[config.mk]
export PLATFORM = sky130hd
export DESIGN_NAME = rx_ring_dma
export DESIGN_NICKNAME = d
export VERILOG_FILES = /design/src/rtl/rxr_pkg.sv /design/src/rtl/rxr_ring_ptr.sv /design/src/rtl/rxr_packer.sv /design/src/rtl/rxr_ctrl.sv /design/src/rtl/rx_ring_dma.sv
export SDC_FILE = /design/constraint.sdc
export NUM_CORES = 1
export LEC_CHECK = 0
export BUFFER_PORTS_ARGS = -buffer_cell sky130_fd_sc_hd__buf_4
export CAP_MARGIN = 10
export CELL_PAD_IN_SITES_DETAIL_PLACEMENT = 1
export CELL_PAD_IN_SITES_GLOBAL_PLACEMENT = 1
export CORE_ASPECT_RATIO = 1.25
export CORE_UTILIZATION = 30
export DETAILED_ROUTE_END_ITERATION = 6
export PLACE_DENSITY_LB_ADDON = 0.2
export SYNTH_ARGS = -nofsm -noshare
export SYNTH_HDL_FRONTEND = slang
export SYNTH_HIERARCHICAL = 1
export SYNTH_SLANG_ARGS = --single-unit
[constraint.sdc]
create_clock -name clk -period 3.1 [get_ports clk]
set_input_delay 0.62 -clock clk [delete_from_list [all_inputs] [get_ports clk]]
set_output_delay 0.62 -clock clk [all_outputs]
set_load 0.01 [all_outputs]
[src/rtl/rxr_pkg.sv]
package rxr_pkg;

    typedef enum logic [3:0] {
        ST_STOP,
        ST_RD_OWN,
        ST_CK_OWN,
        ST_CK_CTRL,
        ST_CK_ADDR,
        ST_IDLE,
        ST_RECV,
        ST_WB,
        ST_DONE,
        ST_SUSP
    } rx_st_e;

    localparam int OWN_BIT      = 31;
    localparam int END_RING_BIT = 25;
    localparam int LEN_LSB      = 16;
    localparam int LEN_W        = 11;
    localparam int DESC_BYTES   = 16;

    // Externally visible process-state code for each controller state
    function automatic logic [2:0] st_code(rx_st_e s);
        logic [2:0] c;
        unique case (s)
            ST_STOP:                          c = 3'd0;
            ST_RD_OWN, ST_CK_OWN,
            ST_CK_CTRL, ST_CK_ADDR:           c = 3'd1;
            ST_IDLE:                          c = 3'd2;
            ST_RECV:                          c = 3'd3;
            ST_SUSP:                          c = 3'd4;
            ST_WB, ST_DONE:                   c = 3'd5;
            default:                          c = 3'd0;
        endcase
        return c;
    endfunction

endpackage

[src/rtl/rxr_ring_ptr.sv]
module rxr_ring_ptr
    import rxr_pkg::*;
#(
    parameter int AW = 32
) (
    input  logic          clk,
    input  logic          rst_n,
    input  logic          load,
    input  logic          advance,
    input  logic          wrap,
    input  logic [AW-1:0] base,
    output logic [AW-1:0] cur
);

    localparam logic [AW-1:0] STEP = AW'(DESC_BYTES);

    always_ff @(posedge clk or negedge rst_n) begin
        if (!rst_n) begin
            cur <= '0;
        end else if (load) begin
            cur <= base;
        end else if (advance) begin
            cur <= wrap ? base : cur + STEP;
        end
    end

endmodule

[src/rtl/rxr_packer.sv]
module rxr_packer
    import rxr_pkg::*;
#(
    parameter int AW = 32
) (
    input  logic             clk,
    input  logic             rst_n,
    input  logic             start,
    input  logic             take,
    input  logic [7:0]       byte_in,
    input  logic             last_in,
    input  logic [AW-1:0]    buf_base,
    input  logic [LEN_W-1:0] buf_limit,
    output logic             wr_en,
    output logic [AW-1:0]    wr_addr,
    output logic [31:0]      wr_data,
    output logic [LEN_W-1:0] frame_len
);

    localparam logic [LEN_W-1:0] CNT_MAX = '1;

    logic [LEN_W-1:0] cnt;
    logic [31:0]      acc;
    logic [31:0]      merged;
    logic [1:0]       lane;
    logic             in_buf;
    logic             flush;

    assign lane   = cnt[1:0];
    assign in_buf = cnt < buf_limit;
    assign flush  = (lane == 2'd3) || last_in || (cnt == buf_limit - LEN_W'(1));

    always_comb begin
        merged = acc;
        merged[{lane, 3'b000} +: 8] = byte_in;
    end

    assign wr_en     = take && in_buf && flush;
    assign wr_addr   = buf_base + AW'({cnt[LEN_W-1:2], 2'b00});
    assign wr_data   = merged;
    assign frame_len = cnt;

    always_ff @(posedge clk or negedge rst_n) begin
        if (!rst_n) begin
            cnt <= '0;
            acc <= '0;
        end else if (start) begin
            cnt <= '0;
            acc <= '0;
        end else if (take) begin
            cnt <= (cnt == CNT_MAX) ? cnt : cnt + LEN_W'(1);
            acc <= flush ? 32'd0 : merged;
        end
    end

endmodule

[src/rtl/rxr_ctrl.sv]
module rxr_ctrl
    import rxr_pkg::*;
#(
    parameter int BUF_BYTES = 1536
) (
    input  logic             clk,
    input  logic             rst_n,
    input  logic             rx_en,
    input  logic             poll,
    input  logic             fr_valid,
    input  logic             fr_last,
    input  logic [31:0]      rd_data,
    output rx_st_e           state,
    output logic             fr_ready,
    output logic             take,
    output logic             ld_ptr,
    output logic             adv_ptr,
    output logic             pk_start,
    output logic             desc_wrap,
    output logic [31:0]      buf_addr,
    output logic [LEN_W-1:0] buf_limit,
    output logic             rx_done
);

    localparam logic [LEN_W-1:0] LIM = LEN_W'(BUF_BYTES);

    rx_st_e state_n;
    logic   in_frame;
    logic   poll_pend;

    // State register and per-descriptor context
    always_ff @(posedge clk or negedge rst_n) begin
        if (!rst_n) begin
            state     <= ST_STOP;
            in_frame  <= 1'b0;
            poll_pend <= 1'b0;
            desc_wrap <= 1'b0;
            buf_addr  <= '0;
            buf_limit <= '0;
        end else begin
            state     <= state_n;
            poll_pend <= (state == ST_SUSP) && (state_n == ST_SUSP) && (poll_pend || poll);
            if (fr_valid && fr_ready) begin
                in_frame <= !fr_last;
            end
            if (state == ST_CK_CTRL) begin
                desc_wrap <= rd_data[END_RING_BIT];
                buf_limit <= (rd_data[LEN_W-1:0] > LIM) ? LIM : rd_data[LEN_W-1:0];
            end
            if (state == ST_CK_ADDR) begin
                buf_addr <= rd_data;
            end
        end
    end

    // Next-state logic
    always_comb begin
        state_n = state;
        unique case (state)
            ST_STOP:    if (rx_en && !in_frame) state_n = ST_RD_OWN;
            ST_RD_OWN:  state_n = rx_en ? ST_CK_OWN : ST_STOP;
            ST_CK_OWN:  state_n = rd_data[OWN_BIT] ? ST_CK_CTRL : ST_SUSP;
            ST_CK_CTRL: state_n = ST_CK_ADDR;
            ST_CK_ADDR: state_n = ST_IDLE;
            ST_IDLE: begin
                if (!rx_en)        state_n = ST_STOP;
                else if (fr_valid) state_n = ST_RECV;
            end
            ST_RECV:    if (fr_valid && fr_last) state_n = ST_WB;
            ST_WB:      state_n = ST_DONE;
            ST_DONE:    state_n = ST_RD_OWN;
            ST_SUSP: begin
                if (!in_frame) begin
                    if (!rx_en)                 state_n = ST_STOP;
                    else if (poll_pend || poll) state_n = ST_RD_OWN;
                end
            end
            default:    state_n = ST_STOP;
        endcase
    end

    // Outputs
    always_comb begin
        fr_ready = 1'b0;
        unique case (state)
            ST_RECV:          fr_ready = 1'b1;
            ST_STOP, ST_SUSP: fr_ready = (state_n == state);
            default:          fr_ready = 1'b0;
        endcase
        take     = (state == ST_RECV) && fr_valid;
        ld_ptr   = (state == ST_STOP) && (state_n == ST_RD_OWN);
        adv_ptr  = (state == ST_DONE);
        pk_start = (state == ST_IDLE) && (state_n == ST_RECV);
        rx_done  = (state == ST_DONE);
    end

endmodule

[src/rtl/rx_ring_dma.sv]
module rx_ring_dma
    import rxr_pkg::*;
#(
    parameter int AW        = 32,
    parameter int BUF_BYTES = 1536
) (
    input  logic          clk,
    input  logic          rst_n,
    input  logic [AW-1:0] ring_base,
    input  logic          rx_en,
    input  logic          poll,
    input  logic          fr_valid,
    input  logic [7:0]    fr_data,
    input  logic          fr_last,
    output logic          fr_ready,
    output logic          mem_req,
    output logic          mem_we,
    output logic [AW-1:0] mem_addr,
    output logic [31:0]   mem_wdata,
    input  logic [31:0]   mem_rdata,
    output logic [2:0]    rx_state,
    output logic          rx_done
);

    rx_st_e           st;
    logic             take;
    logic             ld_ptr;
    logic             adv_ptr;
    logic             pk_start;
    logic             desc_wrap;
    logic [31:0]      buf_addr;
    logic [LEN_W-1:0] buf_limit;
    logic [AW-1:0]    cur_addr;
    logic             pk_wr;
    logic [AW-1:0]    pk_addr;
    logic [31:0]      pk_data;
    logic [LEN_W-1:0] pk_len;
    logic [31:0]      status_word;

    rxr_ctrl #(.BUF_BYTES(BUF_BYTES)) u_ctrl (
        .clk       (clk),
        .rst_n     (rst_n),
        .rx_en     (rx_en),
        .poll      (poll),
        .fr_valid  (fr_valid),
        .fr_last   (fr_last),
        .rd_data   (mem_rdata),
        .state     (st),
        .fr_ready  (fr_ready),
        .take      (take),
        .ld_ptr    (ld_ptr),
        .adv_ptr   (adv_ptr),
        .pk_start  (pk_start),
        .desc_wrap (desc_wrap),
        .buf_addr  (buf_addr),
        .buf_limit (buf_limit),
        .rx_done   (rx_done)
    );

    rxr_ring_ptr #(.AW(AW)) u_ptr (
        .clk     (clk),
        .rst_n   (rst_n),
        .load    (ld_ptr),
        .advance (adv_ptr),
        .wrap    (desc_wrap),
        .base    (ring_base),
        .cur     (cur_addr)
    );

    rxr_packer #(.AW(AW)) u_pack (
        .clk       (clk),
        .rst_n     (rst_n),
        .start     (pk_start),
        .take      (take),
        .byte_in   (fr_data),
        .last_in   (fr_last),
        .buf_base  (AW'(buf_addr)),
        .buf_limit (buf_limit),
        .wr_en     (pk_wr),
        .wr_addr   (pk_addr),
        .wr_data   (pk_data),
        .frame_len (pk_len)
    );

    assign status_word = {1'b0, 4'b0000, pk_len, 16'h0000};
    assign rx_state    = st_code(st);

    // Memory port steering
    always_comb begin
        mem_req   = 1'b0;
        mem_we    = 1'b0;
        mem_addr  = cur_addr;
        mem_wdata = '0;
        unique case (st)
            ST_RD_OWN:  mem_req = 1'b1;
            ST_CK_OWN: begin
                mem_req  = mem_rdata[OWN_BIT];
                mem_addr = cur_addr + AW'(4);
            end
            ST_CK_CTRL: begin
                mem_req  = 1'b1;
                mem_addr = cur_addr + AW'(8);
            end
            ST_RECV: begin
                mem_req   = pk_wr;
                mem_we    = pk_wr;
                mem_addr  = pk_addr;
                mem_wdata = pk_data;
            end
            ST_WB: begin
                mem_req   = 1'b1;
                mem_we    = 1'b1;
                mem_wdata = status_word;
            end
            default: ;
        endcase
    end

endmodule

* Word level (Yosys, flattened, before mapping)
Memories as Yosys holds them, arrays and structs flattened. Cells that the tools add are included.
Storage, ports and cells: bits of input ports 78, flip-flop bits (word level) 125, memories 1, bits in read-only memories 48, output and inout bits 71, logic and storage cells 85
Memory list:
- (name not given) | words 16, bits a word 3, rd ports 1, clocked after memory_dff 0, write ports 0, line rxr_pkg.sv:25 | unique case (s)
Cells by class: equal/unequal tests 17, shift-type cells 2, reductions and logical operators 21, magnitude comparators 2, muxes and demuxes 26, add/sub/neg operators 7
Operators with widths (count):
- $mux W32 | 6
- $pmux W32 S3 | 1
- $pmux W32 S2 | 1
- $mux W11 | 4
- $pmux W4 S10 | 1
- $add A32 B11 Y32 | 1
- $add A32 B3 Y32 const B | 1
- $add A32 B4 Y32 const B | 1
- $add A32 B5 Y32 const B | 1
- $bwmux W32 | 1
- $mux W4 | 8
- $shift A8 B7 Y32 const A | 1
- $shiftx A8 B7 Y32 | 1
- $eq A4 B3 Y1 const B | 5
- $eq A4 B4 Y1 const B | 3
- $add A11 B1 Y11 const B | 1
- $eq A11 B11 Y1 | 1
- $eq A11 B11 Y1 const B | 1
- $gt A11 B11 Y1 const B | 1
- $lt A11 B11 Y1 | 1
- $sub A11 B1 Y11 const B | 1
- $logic_and A1 B1 Y1 | 10
- $eq A4 B1 Y1 const B | 2
- $eq A4 B2 Y1 const B | 2
- other kinds (14) | 19

* Longest topological paths before layout
word-level depth 9, depth in mapped cells 12, mapped depth without buffers 12

* Modules after synthesis
The synthesis kept the hierarchy.
Modules (own cells, without submodules):
- rxr_packer | times used 1, area an instance 3761.1 um^2, cells each 483, seq. area each 1076.0 um^2
- rxr_ctrl | times used 1, area an instance 2150.8 um^2, cells each 181, seq. area each 1251.2 um^2
- rx_ring_dma | times used 1, area an instance 2118.3 um^2, cells each 324, seq. area each 0.0 um^2
- rxr_ring_ptr | times used 1, area an instance 1960.6 um^2, cells each 234, seq. area each 800.8 um^2

* Worst setup path after synthesis
No wires, ideal clock.
path type register -> output, from register u_pack.cnt[2], in the netlist u_pack/frame_len[2], to output mem_addr[18], arrival time 2850 ps, required time 2480 ps, buffers on the path 0, cell stages (with the launch flop) 13, path slack -370 ps, cell sequence dfrtp_1 -> ha_1 -> fa_1 -> a21o_1 -> a21oi_1 -> o211ai_1 -> a31oi_1 -> nor3_1 -> xor2_1 -> nand2_1 -> nand3_1 -> o32ai_1 -> a211oi_1
Between the ends: word-level cells in the longest chain between the ends 2
Ends and longest elaborated chain:
- start, declared | line rxr_packer.sv:22 | logic [LEN_W-1:0] cnt;
- start signal, assigned | line rxr_packer.sv:51 | cnt <= (cnt == CNT_MAX) ? cnt : cnt + LEN_W'(1);
- $add A32 B11 Y32 | line rxr_packer.sv:39 | assign wr_addr = buf_base + AW'({cnt[LEN_W-1:2], 2'b00});
- net pk_addr[18] | line rx_ring_dma.sv:35 | logic [AW-1:0] pk_addr;
- $pmux W32 S3 | line rx_ring_dma.sv:94 | unique case (st)
- end, declared | line rx_ring_dma.sv:18 | output logic [AW-1:0] mem_addr,
The timed path passes the listed nets, and every way through them passes these cells.

* Worst setup path in the final report
Same ends and word-level chain as after synthesis.

==> impl_metrics.ini <==
[status]
status = complete, but fails checks
violations = DRC, setup timing

[pwr]
total_power_mw = 11.8
vdd_drop_max_mv = 0.466
internal-power_mw = 6.44
p_clk_frac = 0.176
seq_power_share = 0.246
p_per_area_nw_per_um2 = 841
p_sw_mw = 5.36
swShare = 0.454
p_leak_nw = 6.07
comb_power_share = 0.577

[final_layout]
n_antenna_cell = 0
drive_above_1_share = 0.375
final_cells = 1924
final_area_um2 = 14000
area_growth_pct = 40.3
fill_cells = 3853
fin_nets = 1606

[worst_setup_path]
ff2ff_path_depth = 9
critPathRequiredTime_ns = 2.48
crit_buf_inv = 1
cp.depth = 13
cpPeakStageDelay_ns = 0.39
critPathLaunchType = flip-flop
crit_path_start = u_pack/frame_len[2]$_DFFE_PN0P_
path_max_fanout = 2
cp_cell_sequence = ha_2 > fa_2 > a21o_1 > a21oi_2 > o211ai_1 > a31oi_4 > nor3_2 > xor2_1 > nand2_1 > nand3_1 > o32ai_2 > a211oi_2 > buf_4
end_kind = primary output
worstSetupPathType = reg -> out
crit_path_top_delay_cell = dfrtp_1
r2r_setup_slack_ns = 0.23
r2r_start = u_ctrl/state[0]$_DFF_PN0_
cp_top_family = compound AO/OA/AOI/OAI gates
critPathArrivalTime_ns = 3.10

[global_route]
track_usage = 0.238
grt.overflow.total = 0
antenna_found_initial = 1
grt_max_degree = 67
grt_pass1_vias = 10800
grt_pass1_wl_mm = 61.8

[placed_design]
place_hpwl_mm = 30.1
dp_cells = 1864
numPortBuffers = 148
place_area_um2 = 12400
place_congestion = 0.879

[detailed_routing]
postRouteAntennaNets = 0
dr.pass1.iters = 7
vias = 10600
routed_wl_mm = 40.7
drc = 24
drt_iter0_drc = 577
vias_per_cell = 5.49
wl_per_cell_um = 21.2

[sta]
fmax_ghz = 0.269
setup_viol = 26
finClkSkew_ns = 0.0136
final.setup.tns_ns = -11.64
hold_violations = 0
rsz0062_at_grt = true
slew_violations = 0
min_period_ns = 3.72
worst_slack_ns = -0.621
period_share = 1.20
worst_pin_slew_ns = 0.648
relSlewSlack = 0.567

[logic_synthesis]
yosysTopAreaCellShare = 0.313
async_flop_share = 1.00
yosys_register_bits = 125
ys.warnings.count = 6
synthFlopType = dfrtp_1
synth_area_um2 = 9990
yosys.area.top_type = dfrtp_1
netlist_instances = 1222
synth.most_common_cell = nand2_1
syn-num-nets = 1335
synth_area_leaders = dfrtp_1 31%, nand2_1 8.4%, ha_1 4.3%
syn_avg_cell_area_um2 = 8.18
yosysUniqueCellTypes = 91
synth_edf_count = 0
synth_common_cells = 224 x nand2_1, 125 x dfrtp_1, 76 x o21ai_0
ys_seq_area_frac = 0.313

[floorplan]
die_w_um = 165
core_um2 = 32800
rows = 74
io_pins = 149
fp.dieH_um = 206
initial_utilization = 0.305
dieArea_um2 = 34000

[clock_network]
cts_buffers = 17
clk_pin_slew_worst_paths_ns = 0.07
cts.path.max_buffers = 2
cts_tree = yes
cts.htree.levels = 4
insertion_delay_ns = 0.44
cts_sinks = 125
cts_root_buf = clkbuf_16

[flow_run]
drv_cap = 0

[worst_hold_path]
hold_class = in -> async
## cells in the final DEF (no fill, tap or decap), drive strengths merged, types with 6 or more instances in the layout
master and n:
xor2 29, a211oi 9, nand2 224, nor3 30, and3 21, a31oi 11
o311ai 13, o21a 6, nand2b 7, nor4 13, nand3 36, buf 318
o211ai 10, dfrtp 125, inv 71, a21o 10, a22oi 15, ha 34
or3 7, o21ai 107, a221oi 7, nor4b 7, nor2 75, xnor2 26
and4 10, a21oi 47, nand4 32, nor3b 12, nor2b 11, a22o 12
clkbuf 18, and2 28, mux2 32, o22a 6
## cell type report
class	instances	area (um2)	share of cell area
Tap cell	418	523	0.0373
Sequential cell	125	3130	0.223
Clock buffer	18	439	0.0313
Timing Repair Buffer	318	2580	0.184
Multi-Input combinational cell	968	6960	0.496
Clock inverter	14	150	0.0107
Inverter	63	240	0.0171
## through the flow
| step | setup slack (ns) | hold slack [ns] | util |
|---|---|---|---|
| floorplan | 0.00531 | 0.324 | - |
| global placement | -0.254 | 0.456 | 0.378 |
| detailed placement | -0.291 | 0.461 | 0.378 |
| CTS | -0.635 | 0.160 | 0.407 |
| global route | -0.783 | 0.180 | 0.428 |
| finish | -0.621 | 0.153 | 0.428 |
## final timing paths
| check | end |
|---|---|
| worst max register to register | u_ptr/cur[25]$_DFFE_PN0P_ |
| worst min-delay path | u_pack/acc[23]$_DFFE_PN0P_ |
| max in group asynchronous | u_ptr/cur[21]$_DFFE_PN0P_ |
| worst max-delay path | mem_addr[18] |
| min in group clk | u_ptr/cur[2]$_DFFE_PN0P_ |
| worst min register to register | u_pack/acc[10]$_DFFE_PN0P_ |
## sequential cells by signal, indices dropped and copies added, names as in the netlist
signal	count
u_ctrl/desc_wrap	1
u_ctrl/poll_pend	1
u_pack/frame_len	11
u_pack/acc	32
u_ptr/cur	32
u_ctrl/in_frame	1
u_ctrl/state	4
u_ctrl/buf_limit	11
u_ctrl/buf_addr	32
## power by group through the flow
stage          registers (mW)  clock network [mW]  logic (mW)
2_1_floorplan            2.79                   0        3.45
3_3_place_gp             2.87                   0        5.86
3_5_place_dp             2.88                   0        5.95
4_1_cts                  2.87                2.13        6.29
5_1_grt                  3.00                2.19        7.35
6_report                 2.91                2.08        6.81
## cell families after synthesis
| family | count (synthesis) | share of synthesized area |
|---|---|---|
| flops | 125 | 0.313 |
| mux | 36 | 0.0401 |
| xor+xnor | 55 | 0.0482 |
| compound gates | 306 | 0.215 |
| simple gates | 536 | 0.273 |
| buf+inv | 129 | 0.0668 |
| fa+ha+maj | 35 | 0.0446 |
## what timing repair did
action,CTS,global route
hold buffers,0,0
setup endpoints to repair,51,58
resized for setup,67,160
setup buffers,13,19
pin swaps,26,67
## per-layer routing
layer / share of wire / up-vias / global-route usage
li1: - / 4953 / -
met1: 0.41 / 5283 / 0.284
met2: 0.53 / 258 / 0.435
met3: 0.038 / 60 / 0.0303
met4: 0.025 / 2 / 0.0796
met5: 0.00027 / - / 0
No activity file was read; power rests on OpenSTA's default activity.
